$ cat config.mk
export PLATFORM = sky130hd
export DESIGN_NAME = sbmb_bridge
export DESIGN_NICKNAME = d
export VERILOG_FILES = /design/src/rtl/sbmb_pkg.sv /design/src/rtl/sbmb_hostregs.sv /design/src/rtl/sbmb_launcher.sv /design/src/rtl/sbmb_bridge.sv
export SDC_FILE = /design/constraint.sdc
export NUM_CORES = 1
export LEC_CHECK = 0
export BUFFER_PORTS_ARGS = -buffer_cell sky130_fd_sc_hd__buf_4
export CAP_MARGIN = 20
export CORE_MARGIN = 2
export CORE_UTILIZATION = 30
export CTS_CLUSTER_SIZE = 25
export DETAILED_ROUTE_END_ITERATION = 8
export PLACE_DENSITY = 0.54
export SYNTH_ARGS = -nofsm -noshare
export SYNTH_HDL_FRONTEND = slang
export SYNTH_HIERARCHICAL = 1
export SYNTH_SLANG_ARGS = --single-unit
$ cat constraint.sdc
create_clock -name clk -period 2.65 [get_ports clk]
set_input_delay 0.3975 -clock clk [delete_from_list [all_inputs] [get_ports clk]]
set_output_delay 0.3975 -clock clk [all_outputs]
set_load 0.02 [all_outputs]
$ cat src/rtl/sbmb_pkg.sv
package sbmb_pkg;
  localparam int WORD_W  = 32;
  localparam int OP_W    = 8;
  localparam int PORT_W  = 8;
  localparam int OFFLO_W = 8;
  localparam int BE_W    = 4;
  localparam int OFFHI_W = WORD_W - OFFLO_W;

  localparam logic [OP_W-1:0] OP_READ  = 8'h10;
  localparam logic [OP_W-1:0] OP_WRITE = 8'h11;

  localparam logic [7:0] HOFF_CMD  = 8'hD0;
  localparam logic [7:0] HOFF_DATA = 8'hD4;
  localparam logic [7:0] HOFF_EXT  = 8'hD8;

  function automatic logic [OP_W-1:0] cmd_opcode(input logic [WORD_W-1:0] w);
    return w[31:24];
  endfunction

  function automatic logic [PORT_W-1:0] cmd_port(input logic [WORD_W-1:0] w);
    return w[23:16];
  endfunction

  function automatic logic [BE_W-1:0] cmd_be(input logic [WORD_W-1:0] w);
    return w[7:4];
  endfunction

  function automatic logic [WORD_W-1:0] join_offset(input logic [WORD_W-1:0] ext,
                                                    input logic [WORD_W-1:0] cmd);
    return {ext[WORD_W-1:OFFLO_W], cmd[15:8]};
  endfunction

  function automatic logic opcode_known(input logic [OP_W-1:0] op);
    return (op == OP_READ) || (op == OP_WRITE);
  endfunction
endpackage

$ cat src/rtl/sbmb_hostregs.sv
module sbmb_hostregs
  import sbmb_pkg::*;
#(
  parameter int CFG_AW = 8
) (
  input  logic              clk,
  input  logic              rst_n,
  input  logic              cfg_wr_en,
  input  logic [CFG_AW-1:0] cfg_addr,
  input  logic [WORD_W-1:0] cfg_wdata,
  output logic [WORD_W-1:0] cfg_rdata,
  input  logic              busy,
  input  logic              rd_load,
  input  logic [WORD_W-1:0] rd_value,
  output logic              launch,
  output logic              data_wr_hit,
  output logic [WORD_W-1:0] cmd_q,
  output logic [WORD_W-1:0] data_q,
  output logic [WORD_W-1:0] ext_q
);
  localparam logic [CFG_AW-1:0] A_CMD  = CFG_AW'(HOFF_CMD);
  localparam logic [CFG_AW-1:0] A_DATA = CFG_AW'(HOFF_DATA);
  localparam logic [CFG_AW-1:0] A_EXT  = CFG_AW'(HOFF_EXT);

  logic cmd_hit, ext_hit;

  assign cmd_hit     = cfg_wr_en && (cfg_addr == A_CMD);
  assign data_wr_hit = cfg_wr_en && (cfg_addr == A_DATA);
  assign ext_hit     = cfg_wr_en && (cfg_addr == A_EXT);
  assign launch      = cmd_hit && !busy;

  always_ff @(posedge clk) begin
    if (!rst_n) begin
      cmd_q  <= '0;
      data_q <= '0;
      ext_q  <= '0;
    end else begin
      if (launch)
        cmd_q <= {cfg_wdata[WORD_W-1:4], 4'b0000};
      if (rd_load)
        data_q <= rd_value;
      else if (data_wr_hit && !busy)
        data_q <= cfg_wdata;
      if (ext_hit)
        ext_q <= {cfg_wdata[WORD_W-1:OFFLO_W], {OFFLO_W{1'b0}}};
    end
  end

  always_comb begin
    cfg_rdata = '0;
    if (cfg_addr == A_CMD)       cfg_rdata = cmd_q;
    else if (cfg_addr == A_DATA) cfg_rdata = data_q;
    else if (cfg_addr == A_EXT)  cfg_rdata = ext_q;
  end
endmodule

$ cat src/rtl/sbmb_launcher.sv
module sbmb_launcher
  import sbmb_pkg::*;
(
  input  logic              clk,
  input  logic              rst_n,
  input  logic              launch,
  input  logic [WORD_W-1:0] cmd_word,
  input  logic [WORD_W-1:0] ext_word,
  input  logic [WORD_W-1:0] data_word,
  input  logic              sb_done,
  input  logic [WORD_W-1:0] sb_rdata,
  output logic              busy,
  output logic [OP_W-1:0]   sb_opcode,
  output logic [PORT_W-1:0] sb_port,
  output logic [WORD_W-1:0] sb_offset,
  output logic [BE_W-1:0]   sb_be,
  output logic [WORD_W-1:0] sb_wdata,
  output logic              rd_load,
  output logic [WORD_W-1:0] rd_value
);
  logic start, finish;

  assign start  = launch && opcode_known(cmd_opcode(cmd_word));
  assign finish = busy && sb_done;

  always_ff @(posedge clk) begin
    if (!rst_n) begin
      busy      <= 1'b0;
      sb_opcode <= '0;
      sb_port   <= '0;
      sb_offset <= '0;
      sb_be     <= '0;
      sb_wdata  <= '0;
    end else if (start) begin
      busy      <= 1'b1;
      sb_opcode <= cmd_opcode(cmd_word);
      sb_port   <= cmd_port(cmd_word);
      sb_offset <= join_offset(ext_word, cmd_word);
      sb_be     <= cmd_be(cmd_word);
      sb_wdata  <= data_word;
    end else if (finish) begin
      busy <= 1'b0;
    end
  end

  assign rd_load  = finish && (sb_opcode == OP_READ);
  assign rd_value = sb_rdata;
endmodule

$ cat src/rtl/sbmb_bridge.sv
module sbmb_bridge
  import sbmb_pkg::*;
#(
  parameter int CFG_AW = 8
) (
  input  logic              clk,
  input  logic              rst_n,
  input  logic              cfg_wr_en,
  input  logic [CFG_AW-1:0] cfg_addr,
  input  logic [31:0]       cfg_wdata,
  output logic [31:0]       cfg_rdata,
  output logic              busy,
  output logic              sb_req,
  output logic [7:0]        sb_opcode,
  output logic [7:0]        sb_port,
  output logic [31:0]       sb_offset,
  output logic [3:0]        sb_be,
  output logic [31:0]       sb_wdata,
  input  logic [31:0]       sb_rdata,
  input  logic              sb_done
);
  logic              launch, data_wr_hit, rd_load;
  logic [WORD_W-1:0] cmd_q, data_q, ext_q, rd_value;

  sbmb_hostregs #(.CFG_AW(CFG_AW)) regs_i (
    .clk(clk), .rst_n(rst_n),
    .cfg_wr_en(cfg_wr_en), .cfg_addr(cfg_addr), .cfg_wdata(cfg_wdata),
    .cfg_rdata(cfg_rdata), .busy(busy),
    .rd_load(rd_load), .rd_value(rd_value),
    .launch(launch), .data_wr_hit(data_wr_hit),
    .cmd_q(cmd_q), .data_q(data_q), .ext_q(ext_q)
  );

  sbmb_launcher launch_i (
    .clk(clk), .rst_n(rst_n),
    .launch(launch), .cmd_word(cfg_wdata), .ext_word(ext_q), .data_word(data_q),
    .sb_done(sb_done), .sb_rdata(sb_rdata),
    .busy(busy), .sb_opcode(sb_opcode), .sb_port(sb_port),
    .sb_offset(sb_offset), .sb_be(sb_be), .sb_wdata(sb_wdata),
    .rd_load(rd_load), .rd_value(rd_value)
  );

  assign sb_req = busy;
endmodule

=== After elaboration in Yosys (flattened, before gate mapping) ===
Index checks and enable logic that the tools add are counted.

* Register bits after elaboration: 169
* Output and inout port bits: 118
* Word-level logic and storage cells: 34

* Eq/ne operators: 6
* Muxes and demuxes: 7
* Reductions and logical operators: 12

{| class="wikitable"
|+ Operators with widths
! cell !! number
|-
| two-way mux 32 bit || 5
|-
| equality test 8 x 5 -> 1 bit, second input constant || 3
|-
| equality test 8 bit, second input constant || 3
|-
| logical AND 1 bit || 8
|-
| nonzero test 2 bit || 2
|-
| two-way mux 1 bit || 2
|-
| logical NOT 1 bit || 1
|-
| logical OR 1 bit || 1
|}

=== Depth between registers and ports, before layout ===
* Depth in word-level cells: 5
* Gate-level depth with buffers: 11
* Mapped depth without buffers: 5

=== Cells and area by module ===
Netlist, hierarchy kept.

{| class="wikitable"
|+ By module, submodules not included
! module !! times used !! cells an instance !! area an instance (um^2) !! seq. area each (um^2)
|-
| sbmb_hostregs || 1 || 562 || 4685.7 || 1681.6
|-
| sbmb_launcher || 1 || 391 || 3569.7 || 1701.6
|-
| sbmb_bridge || 1 || 1 || 7.5 || 0.0
|}

=== Worst setup path before layout ===
No wires, ideal clock.

* Path type: input -> register
* From: input port cfg_addr[1]
* To: register launch_i.sb_offset[28]
* Setup time: 72 ps
* Data arrival time: 2317 ps
* Data required time: 2578 ps
* Slack: 261 ps
* Stages on the path: 10
* Path buffers: 5
* Cell sequence: or4_4 buf_2 buf_2 nor3_1 and4bb_2 and2_1 buf_4 buf_8 buf_6 mux2i_1

* Longest elaborated chain between the ends: 4

{| class="wikitable"
|+ RTL lines
! item !! RTL line !! source
|-
| start, declared || sbmb_bridge.sv:9 || <nowiki>input logic [CFG_AW-1:0] cfg_addr,</nowiki>
|-
| equality test 8 bit || sbmb_hostregs.sv:27 || <nowiki>assign cmd_hit = cfg_wr_en && (cfg_addr == A_CMD);</nowiki>
|-
| logical AND 1 bit || sbmb_hostregs.sv:27 ||
|-
| logical AND 1 bit || sbmb_hostregs.sv:30 || <nowiki>assign launch = cmd_hit && !busy;</nowiki>
|-
| net launch || sbmb_bridge.sv:22 || <nowiki>logic launch, data_wr_hit, rd_load;</nowiki>
|-
| logical AND 1 bit || sbmb_launcher.sv:23 || <nowiki>assign start = launch && opcode_known(cmd_opcode(cmd_word));</nowiki>
|-
| end signal, assigned || sbmb_launcher.sv:38 || <nowiki>sb_offset <= join_offset(ext_word, cmd_word);</nowiki>
|-
| end, declared || sbmb_launcher.sv:15 || <nowiki>output logic [WORD_W-1:0] sb_offset,</nowiki>
|}

The timed path passes the listed nets, and every way through them passes these cells.
A chain may end at the register's enable or synchronous reset.

=== Worst setup path in the final report ===
* From: input port cfg_addr[1]
* To: output port cfg_rdata[18]

* Longest elaborated chain between the ends: 4
* Elaborated cells on any way between the ends: 6
* Classes of those cells: 3 x eq/ne; 3 x mux

{| class="wikitable"
|+ RTL lines
! item !! RTL line !! source
|-
| equality test 8 bit || sbmb_hostregs.sv:53 || <nowiki>else if (cfg_addr == A_EXT) cfg_rdata = ext_q;</nowiki>
|-
| two-way mux 32 bit || sbmb_hostregs.sv:53 ||
|-
| two-way mux 32 bit || sbmb_hostregs.sv:52 || <nowiki>else if (cfg_addr == A_DATA) cfg_rdata = data_q;</nowiki>
|-
| two-way mux 32 bit * || sbmb_hostregs.sv:51 || <nowiki>if (cfg_addr == A_CMD) cfg_rdata = cmd_q;</nowiki>
|-
| end, declared || sbmb_bridge.sv:11 || <nowiki>output logic [31:0] cfg_rdata,</nowiki>
|}

Mark *: on every way between the ends. The rest lies on a longest branch, timed or not.

==> out/results.ini <==
[power_and_ir_drop]
p_seq_share_pct=46.7
power_density_nw_per_um2=529
p_int_w=0.00408
max-vdd-ir-drop_mv=0.259
power.share.switching_pct=25.0
p_sw_w=0.00136
clkPwrFrac_pct=46.6
power_frac_comb_pct=6.7
p_leak_nw=3.76

[drt]
drc_errors=0
wl_um=30000
vias=7650
drt-vias-per-instance=5.47
first_pass_iters=7
wire_per_inst_um=21.5
drt-initial-drc-count=826
ant_nets=0

[placement]
dpl.cell_count=1366
port_buffers=193
gp_congestion=0.834
hpwl_um=19900

[critical_path]
worst-setup-path-type=in -> out
r2r_slack_ps=700
start_kind=input port
cp_max_fo=18
crit_required_ps=2250
reg2reg_depth=5
arrival_ps=1970
r2r-end=regs_i/data_q[2]$_SDFFE_PN0P_
endpoint_kind=primary output
timing.rr.start=launch_i/busy$_SDFFE_PN0P_

[global_route]
grt_pass1_wl_um=45100
grt_max_degree=171
antenna_found_initial=0
grt_pass1_vias=7308
groute.usage.overall_pct=20.6
grt_overflow=0

[layout]
mostFrequentLayoutCells=buf_4, nand2_1, dfxtp_1, mux2i_1, nand4_1
seqCellArea_um2=3380
fillCellCount=2760
antenna_cells=0
drive_above_1_share_pct=26.0
multi_input_area_um2=4050
layout_commonest_cell=buf_4
syn2layout_area_growth_pct=26.0
nets=1121
finalNonFillerCells=1398

[cts]
cts_resized=0
cts.sinks=169
clock_path_buffers=2
ctsHoldBuffers=0
cts_setup_buffers=0
cts_buffers=17
h-tree-depth=4
cts-root-buf=clkbuf_16
clkLatencyLatePin_ps=430
cts_tree=built
clk_pin_slew_ps=70

[die]
die_h_um=169
coreArea_um2=26800
rows=60
num_io_pins=194
dieArea_um2=28500
start_util_pct=30.5
die_w_um=169

[sta]
worstMarginPinSlew_ps=902
finalClockSkew_ps=9.50
final.min_clock_period_ps=2370
maxSlewHeadroom_pct=39.8
fin_setup_tns_ps=0
hold_viol=0
rsz0062_at_grt=false
slew_violations=0
period_share_pct=89.4
setup_viol_count_final=0
timing.fmax_mhz=422
holdWs_ps=253

[worst_hold_path]
hold_end=launch_i/sb_port[3]$_SDFFE_PN0P_
min_path_cells=3
hold_start=cfg_wdata[19]
min_path_type=in -> reg

[logic_synthesis]
netlist_area_um2=8160
yosysWarnings=6
syn-num-nets=1016
postSynthAreaPerCell_um2=8.69
syn_inst=940

[flow_run]
drv_cap=0

[run_status]
status=completed

## power by group through the flow
stage | sequential [W] | clock (W) | combinational (W)
finish | 0.00254 | 0.00254 | 0.000362
CTS | 0.00254 | 0.00259 | 0.000360
global route | 0.00254 | 0.00270 | 0.000384
floorplan | 0.00260 | 0 | 0.000193
detailed placement | 0.00260 | 0 | 0.000359
global placement | 0.00260 | 0 | 0.000359
## per-layer routing
metal | vias up | GRT usage (%) | routed length (um)
li1 | 3627 | - | -
met1 | 3678 | 28.6 | 13600
met2 | 304 | 31.4 | 13500
met3 | 41 | 3.72 | 1890
met4 | 0 | 8.70 | 1040
met5 | - | 0 | 0
## layout make-up
class                   count  share of cell area [%]
clock buffers              18                    4.27
clock inverters            13                    1.40
inverters                   3                   0.109
multi-input cells         629                    39.4
flip-flops and latches    169                    32.9
well taps                 341                    4.15
repair buffers            225                    17.8
## critical path, cell delays in order
cell and delay, ps:
buf_4 150, or4_4 630, nor2_2 220, buf_12 200
a221o_1 210, buf_4 160
## flip-flops by register name (all words and copies together) (netlist names)
register,flops
launch_i/sb_opcode,8
launch_i/sb_be,4
regs_i/data_q,32
regs_i/ext_q,24
launch_i/sb_wdata,32
launch_i/sb_offset,32
launch_i/sb_port,8
launch_i/busy,1
regs_i/cmd_q,28
## worst max-delay path by stage
stage | from | to | slack (ps)
after floorplan | cfg_addr[1] | launch_i/sb_offset[28]$_SDFFE_PN0P_ | 260
after global placement | cfg_addr[5] | cfg_rdata[20] | 280
after detailed placement | cfg_addr[1] | launch_i/sb_offset[5]$_SDFFE_PN0P_ | 210
after CTS | cfg_addr[1] | cfg_rdata[9] | 270
after global routing | cfg_addr[5] | cfg_rdata[20] | 190
final | cfg_addr[1] | cfg_rdata[18] | 280
## through the flow
step / power (W) / worst slack, ps / cell area [um^2] / util [%]
after floorplan: 0.00279 / 261 / 8160 / -
after global placement: 0.00296 / 279 / 9680 / 36.1
after detailed placement: 0.00296 / 211 / 9680 / 36.1
after CTS: 0.00549 / 272 / 10300 / 38.3
after global routing: 0.00563 / 191 / 10300 / 38.4
final: 0.00544 / 281 / 10300 / 38.4
Power figures use the tool's default switching activity.
